$ cat config.mk
export PLATFORM = sky130hd
export DESIGN_NAME = mdio_reg_bridge
export DESIGN_NICKNAME = d
export VERILOG_FILES = /design/src/rtl/mdio_bridge_pkg.sv /design/src/rtl/mdio_mdc_gen.sv /design/src/rtl/mdio_frame_engine.sv /design/src/rtl/mdio_reg_bridge.sv
export SDC_FILE = /design/constraint.sdc
export NUM_CORES = 1
export LEC_CHECK = 0
export BUFFER_PORTS_ARGS = -buffer_cell sky130_fd_sc_hd__buf_2
export CAP_MARGIN = 5
export CELL_PAD_IN_SITES_DETAIL_PLACEMENT = 1
export CELL_PAD_IN_SITES_GLOBAL_PLACEMENT = 2
export CORE_ASPECT_RATIO = 0.9
export CORE_MARGIN = 2
export CORE_UTILIZATION = 34
export CTS_CLUSTER_DIAMETER = 100
export CTS_CLUSTER_SIZE = 30
export DETAILED_ROUTE_END_ITERATION = 8
export PLACE_DENSITY_LB_ADDON = 0.1
export SYNTH_ARGS = -nofsm -noshare
export SYNTH_HDL_FRONTEND = slang
export SYNTH_SLANG_ARGS = --single-unit
$ cat constraint.sdc
create_clock -name clk -period 2.25 [get_ports clk]
set_clock_uncertainty 0.2 [all_clocks]
set_input_delay 0.3375 -clock clk [delete_from_list [all_inputs] [get_ports clk]]
set_output_delay 0.3375 -clock clk [all_outputs]
set_load 0.02 [all_outputs]
$ cat src/rtl/mdio_bridge_pkg.sv
package mdio_bridge_pkg;
  localparam int FRAME_BITS = 64;
  localparam int BIT_W      = $clog2(FRAME_BITS);
  localparam int TA_IDX     = 46;
  localparam int DATA_IDX   = 48;

  localparam logic [31:0] PREAMBLE = 32'hFFFF_FFFF;
  localparam logic [1:0]  SOF      = 2'b01;
  localparam logic [1:0]  OP_RD    = 2'b10;
  localparam logic [1:0]  OP_WR    = 2'b01;
  localparam logic [1:0]  TA_WR    = 2'b10;
  localparam logic [4:0]  PHY_ADDR = 5'd1;

  typedef struct packed {
    logic        flag;
    logic [9:0]  rsv;
    logic [4:0]  regad;
    logic [15:0] data;
  } acc_reg_t;
endpackage

$ cat src/rtl/mdio_mdc_gen.sv
module mdio_mdc_gen #(
  parameter int CLK_DIV = 4
) (
  input  logic clk,
  input  logic rst,
  input  logic run,
  output logic mdc,
  output logic rise_tk,
  output logic fall_tk
);
  localparam int CW = $clog2(CLK_DIV) + 1;

  logic [CW-1:0] cnt_q;
  logic          mdc_q;
  logic          wrap;

  assign wrap    = run && (cnt_q == CW'(CLK_DIV - 1));
  assign rise_tk = wrap && !mdc_q;
  assign fall_tk = wrap && mdc_q;
  assign mdc     = mdc_q;

  always_ff @(posedge clk) begin
    if (rst || !run) begin
      cnt_q <= '0;
      mdc_q <= 1'b0;
    end else if (wrap) begin
      cnt_q <= '0;
      mdc_q <= ~mdc_q;
    end else begin
      cnt_q <= cnt_q + 1'b1;
    end
  end
endmodule

$ cat src/rtl/mdio_frame_engine.sv
module mdio_frame_engine
  import mdio_bridge_pkg::*;
(
  input  logic        clk,
  input  logic        rst,
  input  logic        start,
  input  logic        start_read,
  input  logic [4:0]  reg_addr,
  input  logic [15:0] wr_data,
  input  logic        rise_tk,
  input  logic        fall_tk,
  input  logic        mdio_i,
  output logic        busy,
  output logic        done,
  output logic        rd_op,
  output logic [15:0] rd_data,
  output logic        mdio_o,
  output logic        mdio_oe
);
  logic [FRAME_BITS-1:0] sh_q;
  logic [BIT_W-1:0]      bit_q;
  logic                  busy_q, rd_op_q, oe_q;
  logic [15:0]           rd_q;
  logic                  last;

  assign last    = (bit_q == BIT_W'(FRAME_BITS - 1));
  assign done    = busy_q && fall_tk && last;
  assign busy    = busy_q;
  assign rd_op   = rd_op_q;
  assign rd_data = rd_q;
  assign mdio_o  = sh_q[FRAME_BITS-1];
  assign mdio_oe = oe_q;

  always_ff @(posedge clk) begin
    if (rst) begin
      sh_q    <= '1;
      bit_q   <= '0;
      busy_q  <= 1'b0;
      rd_op_q <= 1'b0;
      oe_q    <= 1'b0;
      rd_q    <= '0;
    end else if (start && !busy_q) begin
      sh_q    <= start_read ?
                 {PREAMBLE, SOF, OP_RD, PHY_ADDR, reg_addr, 2'b11, 16'hFFFF} :
                 {PREAMBLE, SOF, OP_WR, PHY_ADDR, reg_addr, TA_WR, wr_data};
      bit_q   <= '0;
      busy_q  <= 1'b1;
      rd_op_q <= start_read;
      oe_q    <= 1'b1;
    end else if (busy_q) begin
      if (rise_tk && rd_op_q && (bit_q >= BIT_W'(DATA_IDX)))
        rd_q <= {rd_q[14:0], mdio_i};
      if (fall_tk) begin
        if (last) begin
          busy_q <= 1'b0;
          oe_q   <= 1'b0;
          sh_q   <= '1;
        end else begin
          sh_q  <= {sh_q[FRAME_BITS-2:0], 1'b1};
          bit_q <= bit_q + 1'b1;
          oe_q  <= !(rd_op_q && (bit_q >= BIT_W'(TA_IDX - 1)));
        end
      end
    end
  end
endmodule

$ cat src/rtl/mdio_reg_bridge.sv
module mdio_reg_bridge
  import mdio_bridge_pkg::*;
#(
  parameter int CLK_DIV = 4
) (
  input  logic        clk,
  input  logic        rst,
  input  logic        host_wr,
  input  logic [31:0] host_wdata,
  output logic [31:0] host_rdata,
  output logic        mdc,
  output logic        mdio_o,
  output logic        mdio_oe,
  input  logic        mdio_i
);
  acc_reg_t    acc_q;
  acc_reg_t    wr_word;
  logic        busy, done, rd_op, rise_tk, fall_tk, accept;
  logic [15:0] rd_data;

  assign wr_word    = acc_reg_t'(host_wdata);
  assign accept     = host_wr && !busy;
  assign host_rdata = acc_q;

  always_ff @(posedge clk) begin
    if (rst) begin
      acc_q <= '0;
    end else if (accept) begin
      acc_q.flag  <= wr_word.flag;
      acc_q.rsv   <= '0;
      acc_q.regad <= wr_word.regad;
      acc_q.data  <= wr_word.data;
    end else if (done) begin
      if (rd_op) begin
        acc_q.data <= rd_data;
        acc_q.flag <= 1'b1;
      end else begin
        acc_q.flag <= 1'b0;
      end
    end
  end

  mdio_mdc_gen #(.CLK_DIV(CLK_DIV)) u_mdc (
    .clk     (clk),
    .rst     (rst),
    .run     (busy),
    .mdc     (mdc),
    .rise_tk (rise_tk),
    .fall_tk (fall_tk)
  );

  mdio_frame_engine u_eng (
    .clk        (clk),
    .rst        (rst),
    .start      (accept),
    .start_read (!wr_word.flag),
    .reg_addr   (wr_word.regad),
    .wr_data    (wr_word.data),
    .rise_tk    (rise_tk),
    .fall_tk    (fall_tk),
    .mdio_i     (mdio_i),
    .busy       (busy),
    .done       (done),
    .rd_op      (rd_op),
    .rd_data    (rd_data),
    .mdio_o     (mdio_o),
    .mdio_oe    (mdio_oe)
  );
endmodule

==> results.md <==
* HPWL reported at the end of detailed placement at approximately 8400 um
* Final critical-path share of the clock period at 0.9296
* Power consumption at 5.318 mW
* Initial DRC count at 408
* Synth unique cells at 40
* Required time at the endpoint of the critical path at about 2.4 ns
* Crit path buffers/inverters at 1
* Final-report hold violation count at 0
* Root buffer selected by CTS: clkbuf_16
* Synthesized cell area at around 5000 um2
* Average vias per placed instance at between 5 and 6
* WL per Instance at roughly 16 um
* Total congestion overflow at 0
* Cells on worst reg2reg path at 7
* Vias post-DR at 4300
* Crit path max-delay family: simple AND/OR/NAND/NOR gates
* Post-detailed-route count of antenna-violating nets at 0
* Buffer count from post-CTS setup fixing at 0
* Hold path startpoint: host_wdata[13]
* Startpoint of the lowest-slack register-to-register path: u_mdc.cnt_q[0]
* Number of warnings reported in the yosys synthesis log at 0
* Cells along the critical path: ha_1, ha_2, nand3_2, or3_1, buf_4, nor3_2, a2111oi_2
* Total I/O pin count at between 70 and 80
* Avg Synthesized Cell Area at 8.410 um2
* Clock slew at the register clock pins of the worst setup and hold paths at 0.05 ns
* Number of stages on the worst hold path at 3
* Sequential share of power at 0.405
* Clock power frac at 0.521
* Layout Cell Area excl Fill at 6138 um2
* Clk_lat worst skew at 0.43 ns
* CP startpoint kind: flip-flop
* First-pass iteration count of the detailed router at 6
* Count of buffers from port buffering at 50
* Type of the worst min-delay path: primary input to flip-flop
* Power per cell area at about 870 nW/um2
* Setup repair after global routing missed its margin: false
* Slew at the pin closest to its max-slew limit at around 0.64 ns
* RD Place Congestion at 0.7287
* Minimum setup slack among reg-to-reg paths at 0.16 ns
* Leakage power at 2.411 nW
* Run status: complete, no violations
* CTS tree: yes
* Net Switching at 1.244 mW
* Number of diodes at 0
* Highest clock rate at roughly 0.48 GHz
* Die area at 15550 um2
* Core region area at 14110 um2
* WP data arrival at 2.20 ns
* Instance area after placement at 5439 um2
* Final-layout fill cell count at 1630
* Max-capacitance violation count at 0
* CTS max path bufs at 2
* Crit path max-delay cell type: or3_1
* Rel. slew slack at 0.5709
* Largest voltage drop on the vdd net at 0.0005611 V
* Die width at roughly 130 um
* Detailed-route DRC error count at 0
* Final net count at about 670
* Wire length of the first global-routing pass at 22050 um
* Total setup violations reported at the end of the flow at 0
* Share of final-layout standard cells stronger than drive strength 1 at 0.2019
* Final Max Tran Viols at 0
* Number of standard cells after synthesis at 589
* End of the worst register-to-register path: host_rdata[8]
* Die extent in y at 118.5 um
* Internal at 4.074 mW
* Starting utilization of the core area at 0.3511
* Vias in the first global route at 4208
* Critical path class: flip-flop to flip-flop
* Routed WL at 13390 um
* DP Cell Count at between 700 and 800
* Logic gate share of total power at 0.074
* Area grow syn2layout at 23.92%
* Post-synthesis sequential element count at roughly 120
* Post-layout instance count excluding filler cells at approximately 830
* Sw frac at 0.2339
* Final setup TNS at 0 ns
* Sequential share of the synthesized area at 0.4648
* Min-Delay Endpoint: host_rdata[13]
* Row count at 41
* Pin count of the biggest net entering global routing at 70
* GR Util All Layers at 0.1787
* Level count of the clock H-tree at 4
* Min Clock Period, post-route at 2.092 ns
* CTS sink cnt at 115
* Crit. End Element: flip-flop
* Crit path largest cell delay at roughly 0.50 ns
* Total CTS buffers at 17
* Initial antenna violation count at 0
* Largest fanout on the critical path at 9
cell families (layout without fill, tap and decap cells):
logic type / count (synthesis) / in the layout / share of synthesized area
and+or+nand+nor: 209 / 209 / 0.2097
AOI/OAI and AO/OA: 167 / 167 / 0.2271
DFF: 115 / 115 / 0.4648
buffers and inverters: 88 / 129 / 0.07805
adders and majority gates: 5 / 5 / 0.01263
xor gates and xnor gates: 4 / 4 / 0.007074
other: 1 / 10 / 0.0007570
layer usage:
layer | routed length [um] | vias to the layer above | GRT usage
met1 | 6796 | 2062 | 0.2401
met5 | 0 | - | 0
met4 | 264 | 0 | 0.07745
met2 | 5881 | 67 | 0.2664
met3 | 446 | 20 | 0.05234
li1 | - | 2151 | -
flip-flops by register name (all words and copies together), names as in the netlist:
name / cells
u_eng.rd_data: 16
u_eng.mdio_oe: 1
u_eng.rd_op: 1
u_eng.sh_q: 64
u_mdc.cnt_q: 3
u_eng.bit_q: 6
u_eng.busy: 1
host_rdata: 22
u_mdc.mdc: 1
power groups by stage:
stage               clock network, mW  registers, mW  logic, mW
floorplan                           0           2.22      0.228
global placement                    0           2.20      0.369
detailed placement                  0           2.20      0.379
CTS                              2.84           2.15      0.392
global route                     2.93           2.16      0.431
finish                           2.77           2.16      0.392
cells in the final DEF (no fill, tap or decap), types with 3 or more instances in the layout:
master / n
nand3_1: 4
clkinv_2: 7
o21bai_1: 35
xor2_1: 3
a21oi_1: 47
buf_4: 10
nor2_1: 11
a31oi_1: 6
bufinv_16: 3
inv_1: 20
a2111oi_2: 11
dlygate4sd3_1: 8
clkbuf_8: 3
conb_1: 10
nor3_1: 101
buf_2: 50
nand2_1: 67
a311oi_1: 16
o21ai_0: 41
ha_1: 4
nor3_2: 9
dfxtp_1: 115
clkbuf_16: 17
a2111oi_0: 3
buf_12: 9
worst max-delay path by stage:
stage | from | end | slack (ns) | cells past startpoint
finish | u_mdc.cnt_q[0] | host_rdata[8] | 0.16 | 7
global route | u_mdc.cnt_q[0] | host_rdata[8] | 0.02 | 7
CTS | u_mdc.cnt_q[0] | host_rdata[5] | 0.07 | 8
detailed placement | u_mdc.cnt_q[0] | host_rdata[5] | 0.08 | 8
global placement | u_mdc.cnt_q[0] | host_rdata[7] | 0.16 | 7
floorplan | u_mdc.cnt_q[0] | host_rdata[10] | 0.20 | 8
worst register-to-register path: stages, from the launching register on:
cell	delay, ns
dfxtp_1	0.33
ha_1	0.16
ha_2	0.23
nand3_2	0.09
or3_1	0.50
buf_4	0.25
nor3_2	0.15
a2111oi_2	0.07
cell usage after synthesis (all sizes together):
master,number,area (um2)
nor3,111,611.8
o21ai,41,205.2
o21bai,35,262.8
xor2,3,26.28
o21a,1,7.510
nor3b,1,7.510
dfxtp,115,2302
nand2,67,251.5
a2111oi,15,187.7
and2,1,6.260
or3,2,12.51
nor4,1,6.260
a311oi,16,140.1
a211oi,1,7.510
nand2b,2,12.51
conb,1,3.750
or3b,1,8.760
inv,20,75.07
a21oi,47,235.2
and4,1,8.760
a31oi,6,37.54
a21boi,1,7.510
ha,5,62.56
buf,26,153.9
o2111ai,1,8.760
nor2,12,45.04
o211ai,2,15.01
nor2b,2,15.02
clkbuf,42,157.7
xnor2,1,8.760
a311o,1,10.01
nand3,6,40.04
and3,2,12.51
through the flow:
step           hold slack, ns  utilization  setup slack (ns)
2_1_floorplan          0.1973            -            0.1977
3_3_place_gp           0.2129       0.3855            0.1620
3_5_place_dp           0.2216       0.3855           0.07823
4_1_cts              0.003348       0.4340           0.06936
5_1_grt               0.03833       0.4351           0.01836
6_report              0.03104       0.4351            0.1584
repair_timing:
item | in CTS | in global routing
endpoints found under the setup margin | 0 | 8
gates resized for setup | 0 | 6
hold buffers | 8 | 0
endpoints found under the hold margin | 13 | 0
area by class of cell:
class                           count  area (um2)  area share
Clock buffer                       21       470.5     0.07664
Clock inverter                     11       132.6     0.02161
Inverter                           20       75.07     0.01223
Multi-Input combinational cell    395        2331      0.3797
Sequential cell                   115        2302      0.3751
Tap cell                          193       241.5     0.03934
Timing Repair Buffer               77       585.6     0.09539
Note: power is estimated with default switching activity, not from simulation.
